**src/rtl/flash_wstat.sv**
```systemverilog
module flash_wstat #(
  parameter int ADDR_W     = 20,
  parameter int DATA_W     = 16,
  parameter int REGION_LSB = 11
) (
  input  logic              clk,
  input  logic              rst_n,
  input  logic [1:0]        op_kind,
  input  logic              susp_act,
  input  logic [ADDR_W-1:0] tgt_addr,
  input  logic [ADDR_W-1:0] susp_addr,
  input  logic [DATA_W-1:0] prog_data,
  input  logic              rd_stb,
  input  logic [ADDR_W-1:0] rd_addr,
  input  logic [DATA_W-1:0] arr_data,
  output logic [DATA_W-1:0] rd_data,
  output logic              rd_vld,
  output logic              rdy_pull
);

  localparam logic [1:0] OP_PROG  = 2'b01;
  localparam logic [1:0] OP_ERASE = 2'b10;

  logic is_prog, is_erase, in_tgt, in_susp;
  logic prog_hit, ers_hit, sus_hit;
  logic t6_q, t2_q;
  logic [DATA_W-1:0] nxt;

  assign is_prog  = (op_kind == OP_PROG);
  assign is_erase = (op_kind == OP_ERASE);
  assign in_tgt   = (rd_addr[ADDR_W-1:REGION_LSB] == tgt_addr[ADDR_W-1:REGION_LSB]);
  assign in_susp  = (rd_addr[ADDR_W-1:REGION_LSB] == susp_addr[ADDR_W-1:REGION_LSB]);

  assign prog_hit = is_prog & in_tgt;
  assign ers_hit  = is_erase & ~susp_act & in_tgt;
  assign sus_hit  = susp_act & in_susp & ~prog_hit;

  assign rdy_pull = is_prog | (is_erase & ~susp_act);

  always_comb begin
    nxt = arr_data;
    if (prog_hit) begin
      nxt[7] = ~prog_data[7];
      nxt[6] = t6_q;
    end else if (ers_hit) begin
      nxt[7] = 1'b0;
      nxt[6] = t6_q;
      nxt[2] = t2_q;
    end else if (sus_hit) begin
      nxt[7] = 1'b1;
      nxt[6] = 1'b1;
      nxt[2] = t2_q;
    end
  end

  always_ff @(posedge clk) begin
    if (!rst_n) begin
      rd_data <= '0;
      rd_vld  <= 1'b0;
      t6_q    <= 1'b0;
      t2_q    <= 1'b0;
    end else begin
      rd_vld <= rd_stb;
      if (rd_stb) begin
        rd_data <= nxt;
        t6_q    <= t6_q ^ (prog_hit | ers_hit);
        t2_q    <= t2_q ^ (ers_hit | sus_hit);
      end
    end
  end

  AST_VLD_LATENCY: assert property (@(posedge clk) disable iff (!rst_n)
    rd_stb |=> rd_vld);
  AST_DATA_HOLD: assert property (@(posedge clk) disable iff (!rst_n)
    !rd_stb |=> $stable(rd_data));
  AST_PROG_POLL: assert property (@(posedge clk) disable iff (!rst_n)
    (rd_stb && is_prog && in_tgt) |=> (rd_data[7] == ~$past(prog_data[7])));
  AST_ERASE_POLL: assert property (@(posedge clk) disable iff (!rst_n)
    (rd_stb && is_erase && !susp_act && in_tgt) |=> (rd_data[7] == 1'b0));
  AST_T6_FLIP: assert property (@(posedge clk) disable iff (!rst_n)
    (rd_stb && (prog_hit || ers_hit)) |=> (t6_q != $past(t6_q)));
  AST_T2_PROG_KEEP: assert property (@(posedge clk) disable iff (!rst_n)
    (rd_stb && prog_hit) |=> $stable(t2_q));
  AST_SUSP_FIXED: assert property (@(posedge clk) disable iff (!rst_n)
    (rd_stb && susp_act && in_susp && !(is_prog && in_tgt)) |=> (rd_data[7:6] == 2'b11));
  AST_NO_READ_HOLD: assert property (@(posedge clk) disable iff (!rst_n)
    !rd_stb |=> ($stable(t6_q) && $stable(t2_q)));
  AST_IDLE_PASS: assert property (@(posedge clk) disable iff (!rst_n)
    (rd_stb && !is_prog && !is_erase && !susp_act) |=> (rd_data == $past(arr_data)));

endmodule

```
**config.mk**
```make
export PLATFORM = sky130hd
export DESIGN_NAME = flash_wstat
export DESIGN_NICKNAME = d
export VERILOG_FILES = /design/src/rtl/flash_wstat.sv
export SDC_FILE = /design/constraint.sdc
export NUM_CORES = 1
export LEC_CHECK = 0
export ABC_CLOCK_PERIOD_IN_PS = 2300
export BUFFER_PORTS_ARGS = -buffer_cell sky130_fd_sc_hd__buf_4
export CORE_MARGIN = 2
export CORE_UTILIZATION = 37
export CTS_CLUSTER_SIZE = 24
export DETAILED_ROUTE_END_ITERATION = 10
export PLACE_DENSITY = 0.91
export SLEW_MARGIN = 40
export SYNTH_ARGS = -nofsm -noshare
export SYNTH_HDL_FRONTEND = slang
export SYNTH_SLANG_ARGS = --single-unit
```
**constraint.sdc**
```tcl
create_clock -name clk -period 2.3 [get_ports clk]
set_clock_uncertainty 0.05 [all_clocks]
set_input_delay 0.115 -clock clk [delete_from_list [all_inputs] [get_ports clk]]
set_output_delay 0.115 -clock clk [all_outputs]
set_load 0.005 [all_outputs]
```
==> results of run 1 <==
-- cells in the mapped netlist (all sizes together) --
master  instances  area, sq um
a32o            1         10.0
or3             2         12.5
xor2            9         78.8
nand3           2         10.0
xnor2           9         78.8
a31oi           1         6.26
o41ai           1         16.3
nand2           4         15.0
nand4           6         43.8
mux2i          14          140
clkbuf          2         7.51
o21ai           5         25.0
inv             4         15.0
a41oi           3         26.3
o221ai          1         8.76
a311oi          1         15.0
nand2b          3         21.3
dfxtp          19          380
nor2           20         77.6
a21oi           1         5.00
buf             1         11.3
nor4            2         27.5
nor3            3         26.3
and4            1         8.76
and3b           1         8.76
-- worst register-to-register path: stages (launching register included) --
cell and delay (ns):
dfxtp_1 0.32, inv_1 0.10, nor2_1 0.07, a32o_1 0.21, a41oi_1 0.20, a41oi_1 0.13
-- power by group through the flow --
| stage | sequential, mW | clock (mW) | combinational [mW] |
|---|---|---|---|
| after global routing | 0.357 | 0.188 | 0.239 |
| after floorplan | 0.364 | 0 | 0.0899 |
| after global placement | 0.363 | 0 | 0.203 |
| final | 0.356 | 0.165 | 0.220 |
| after CTS | 0.356 | 0.176 | 0.218 |
| after detailed placement | 0.363 | 0 | 0.206 |
-- through the flow --
step	hold slack (ns)	std cells	setup WS [ns]	power, mW
final	0.00837	225	0.907	0.741
after global routing	0.00704	225	0.826	0.785
after CTS	0.00159	224	0.936	0.750
after detailed placement	0.308	211	0.609	0.569
after global placement	0.299	211	0.631	0.565
after floorplan	0.203	116	0.868	0.454
-- layer usage --
metal,global-route usage,wire [microns],share of wire,vias up
met5,0,0,0,-
met4,0.0299,15,0.0053,0
met3,0.0379,164,0.058,2
met2,0.317,1440,0.51,39
met1,0.194,1220,0.43,499
li1,-,-,-,569
-- area by class of cell --
type / instances / area [sq um]
repair buffers: 77 / 603
flip-flops and latches: 19 / 380
clock inverters: 1 / 5.00
inverters: 4 / 15.0
clock buffers: 3 / 22.5
multi-input cells: 90 / 662
fillers: 238 / 1030
well taps: 31 / 38.8
-- worst paths after layout --
path	from	to	slack, ns	cells past startpoint
hold reg to reg	t2_q	t2_q	0.43	2
setup / recovery	tgt_addr[18]	t2_q	0.91	6
hold / removal	arr_data[14]	rd_data[14]	0.008	3
setup reg to reg	t2_q	rd_data[2]	1.11	5
-- logic make-up (layout without fill, tap and decap cells) --
kind of cell | Yosys count | count (layout)
AOI/OAI and AO/OA | 14 | 14
DFF | 19 | 19
muxes | 14 | 14
xor gates and xnor gates | 18 | 18
and+or+nand+nor | 44 | 44
buffers and inverters | 7 | 85
-- flip-flops by register name, summed over array words and instances (netlist names) --
name / flops
t6_q: 1
rd_data: 16
t2_q: 1
rd_vld: 1
==> flow_summary.toml, run 1 <==
[timing]
worst_pin_slew_ns = 0.506
fmax_mhz = 718
slew-limit-headroom = 0.662
fin_crit_sh = 0.606
min_period_ns = 1.39
tns_ns = 0
hold_viol_final = 0
rsz0062_at_grt = "false"
setup_viol = 0
slew_violations = 0

[place]
place_hpwl_mm = 2.14
place_congestion = 0.808
portBuffers = 67
placed_cell_area_sq_um = 1600

[finish]
layout-drive-gt1-share = 0.402
diodes = 0
layout_common_cells = "buf_4 (67), nor2_1 (19), dfxtp_1 (19)"
post-route-util = 0.626
area_growth_pct = 60.5
final_common_cell = "buf_4"
fin_nets = 293
design_area_sq_um = 1730

[clock_tree]
clk_path_buf_depth = 2
cts_tree = "yes"
postCtsSetupBuffers = 0
cts_max_level = 1
cts_buffers = 3
clk_latency_ns = 0.30
cts_resized = 0
numClockSinks = 19
ctsRootBufferMaster = "clkbuf_4"
clk_pin_slew_ns = 0.10
cts_hold_buf = 9

[global_routing]
grt_usage = 0.168
overflow = 0
grt_pass1_wl_mm = 4.46
grt_max_degree = 20
grt_pass1_vias = 1055
grt_antenna_before_repair = 0

[synthesis]
synthXorXnorAreaFrac = 0.147
synth_compound_area_frac = 0.105
synth.ff_latch_count = 19
syn-num-nets = 214
yosysUniqueCellTypes = 31
synth_warnings = 0
avgSynthCellArea_sq_um = 9.28
ys_seq_area_frac = 0.353
synth_top_family_by_area = "simple AND/OR/NAND/NOR gates"
synth_fa_ha_area_frac = 0
synth-simple-area-share = 0.234
synth_mux_area_frac = 0.130
synthCells = 116
syn_area_sq_um = 1080

[routing]
post_drt_wl_per_cell_microns = 12.6
drt_wl_total_mm = 2.84
postRouteAntennaNets = 0
detail_route.vias_per_cell = 4.93
drt-initial-drc-count = 22
firstDrtPassIters = 4
dr_total_vias = 1109
drcViolationCount = 0

[floorplan]
chipHeight_microns = 57.9
core.rowCount = 19
dieArea_sq_um = 3360
ios = 116
die_x_microns = 57.9
start_util = 0.390
core_area_sq_um = 2760

[pwr]
power.switching_mw = 0.200
swShare = 0.270
sequentialPowerShare = 0.480
internal_power_mw = 0.541
combPwrFrac = 0.297
cellPowerDensity_nw_per_um2 = 429
p_clk_frac = 0.223
leakagePower_nw = 0.819
ir_worst_vdd_uv = 649

[critical_path]
cp_slowest_cell = "nor4_4"
path_max_fanout = 7
critPathTopFamily = "simple AND/OR/NAND/NOR gates"
critPathRequiredTime_ns = 2.48
startpoint_type = "input port"
critPathCaptureType = "flop"
slowest_delay_ns = 0.46
cp_cell_sequence = "buf_4, xor2_1, nor4_4, nand4_1, a311oi_2, mux2i_1"
critPathArrivalTime_ns = 1.57
path_buf_inv = 1
worst-setup-path-type = "in -> reg"

[run_status]
outcome = "completed"

[run]
cap_violations = 0

[hold_path]
hold_path_class = "in -> reg"
No activity file was read; power rests on OpenSTA's default activity.
==> inputs of run 2 (changes only) <==
ABC_CLOCK_PERIOD_IN_PS = 1400   (was 2300)
CORE_UTILIZATION = 34   (was 37)
PLACE_DENSITY = 0.85   (was 0.91)
clock period = 1.4 ns   (was 2.3 ns; I/O delays follow)
==> run 2 against run 1 <==
Compared with the run above:
- clock-buffer cell count unchanged
- sequential share of layout area decreased by 1.5 points
- design area up 7.2%
- via count grew 5.0%
- critical endpoint is now rd_data[2]
- combinational power rose by 79%
- largest cell class is now buffers
- register-to-register slack worse by 0.94 ns
- power is 69% higher
- hold slack worse by 0.0023 ns
- sequential power up 64%
- routed wire length rose by 11%
- core utilization fell by 1.5 points
==> flow_summary.toml, run 2 (synthesis gave the netlist of run 1 again) <==
[timing]
min_period_ns = 1.23
fmax_mhz = 812
fin_crit_sh = 0.880
whs_ns = 0.00602
rsz0062_at_grt = "false"
hold_viol_final = 0
slew-limit-headroom = 0.636
worst_pin_slew_ns = 0.546
slew_violations = 0
setup_slack_ns = 0.168
setup_viol = 0

[finish]
area_growth_pct = 72.0
diodes = 0
layout_common_cells = "buf_4 (76), nor2_1 (19), dfxtp_1 (19)"
top_register = "rd_data"
fin_cells = 251
design_area_sq_um = 1850
largest_reg_flops = 16
layout-drive-gt1-share = 0.420
fin_nets = 306
final_common_cell = "buf_4"

[floorplan]
core.rowCount = 20
start_util = 0.355
dieArea_sq_um = 3630
chipHeight_microns = 60.3
core_area_sq_um = 3030
die_x_microns = 60.3
ios = 116

[place]
preCtsSetupSlack_ns = -0.137
dp.cells = 233
portBuffers = 67
place_hpwl_mm = 2.45
placed_cell_area_sq_um = 1680
place_congestion = 0.841

[critical_path]
critPathArrivalTime_ns = 1.35
worst-setup-path-type = "reg -> reg"
cp_slowest_cell = "dfxtp_1"
startpoint_type = "flop"
critPathRequiredTime_ns = 1.52
crit_top_cell = "a41oi_1"
slowest_delay_ns = 0.33
path_max_fanout = 3
cp_cell_sequence = "inv_1, nor2_1, a32o_1, a41oi_1, a41oi_1"
crit_start = "t2_q"
r2r_start = "t2_q"
critPathCaptureType = "flop"

[global_routing]
grt_pass1_vias = 1175
grt_max_degree = 17
overflow = 0
grt_usage = 0.185
grt_pass1_wl_mm = 5.11
grt_antenna_before_repair = 0

[routing]
drcViolationCount = 0
drt-initial-drc-count = 29
detail_route.vias_per_cell = 4.64
post_drt_wl_per_cell_microns = 12.6
firstDrtPassIters = 4
postRouteAntennaNets = 0
drt_wl_total_mm = 3.16
dr_total_vias = 1165

[clock_tree]
numClockSinks = 19
clk_latency_ns = 0.29
ctsRootBufferMaster = "clkbuf_4"
clk_path_buf_depth = 2
cts_max_level = 1
cts_resized = 0
cts_buffers = 3
clk_pin_slew_ns = 0.11
cts_tree = "yes"

[pwr]
ir_worst_vdd_uv = 499
leakagePower_nw = 0.879
total_power_mw = 1.25
cellPowerDensity_nw_per_um2 = 675

[hold_path]
hold_path_class = "in -> reg"
min_from = "rd_stb"

[run_status]
outcome = "completed"

[run]
cap_violations = 0
-- run 2: cell count changes in the layout (fill, tap and decap cells not counted), sizes merged --
| cell | previous run | this run |
|---|---|---|
| buf | 67 | 76 |
| dlygate4sd3 | 10 | 14 |
-- run 2: worst max-delay path: cells and delay by family (launching register included) --
| kind | cells | cell delay, ns |
|---|---|---|
| AO/OA/AOI/OAI | 3 | 0.56 |
| AND/OR/NAND/NOR | 1 | 0.07 |
| buffers and inverters | 1 | 0.09 |
| flip-flops | 1 | 0.33 |
-- run 2: routing by layer --
metal | global-route usage | share of wire
met1 | 0.244 | 0.45
met5 | 0 | 0
met3 | 0.0563 | 0.070
met4 | 0.0254 | 0.0092
met2 | 0.303 | 0.47
-- run 2: report_power, final --
group	internal, mW	total [mW]	switching (mW)
Sequential	0.570	0.585	0.0149
Combinational	0.235	0.393	0.157
Clock	0.106	0.272	0.165
Total	0.911	1.25	0.338
-- run 2: cell type report --
class	count	area (sq um)
Fill cell	279	1180
Multi-Input combinational cell	90	662
Inverter	4	15.0
Sequential cell	19	380
Timing Repair Buffer	90	711
Clock inverter	1	5.00
Tap cell	44	55.1
Clock buffer	3	22.5
-- run 2: path summary, 6_finish.rpt --
| check | end | slack [ns] | depth (start not counted) |
|---|---|---|---|
| max reg2reg | rd_data[2] | 0.17 | 5 |
| min | rd_data[7] | 0.006 | 2 |
| min reg2reg | t2_q | 0.43 | 2 |
| max | rd_data[2] | 0.17 | 5 |
-- run 2: what timing repair did --
| item | in CTS | in global routing |
|---|---|---|
| buffers inserted | 0 | 0 |
| setup endpoints to repair | 0 | 0 |
| hold endpoints to repair | 14 | 0 |
| hold buffers | 14 | 0 |
-- run 2: metrics by stage --
stage	util	TNS, ns
6_report	0.611	0
5_1_grt	0.611	0
4_1_cts	0.611	0
3_5_place_dp	0.556	-0.457
3_3_place_gp	0.556	-0.261
2_1_floorplan	-	0
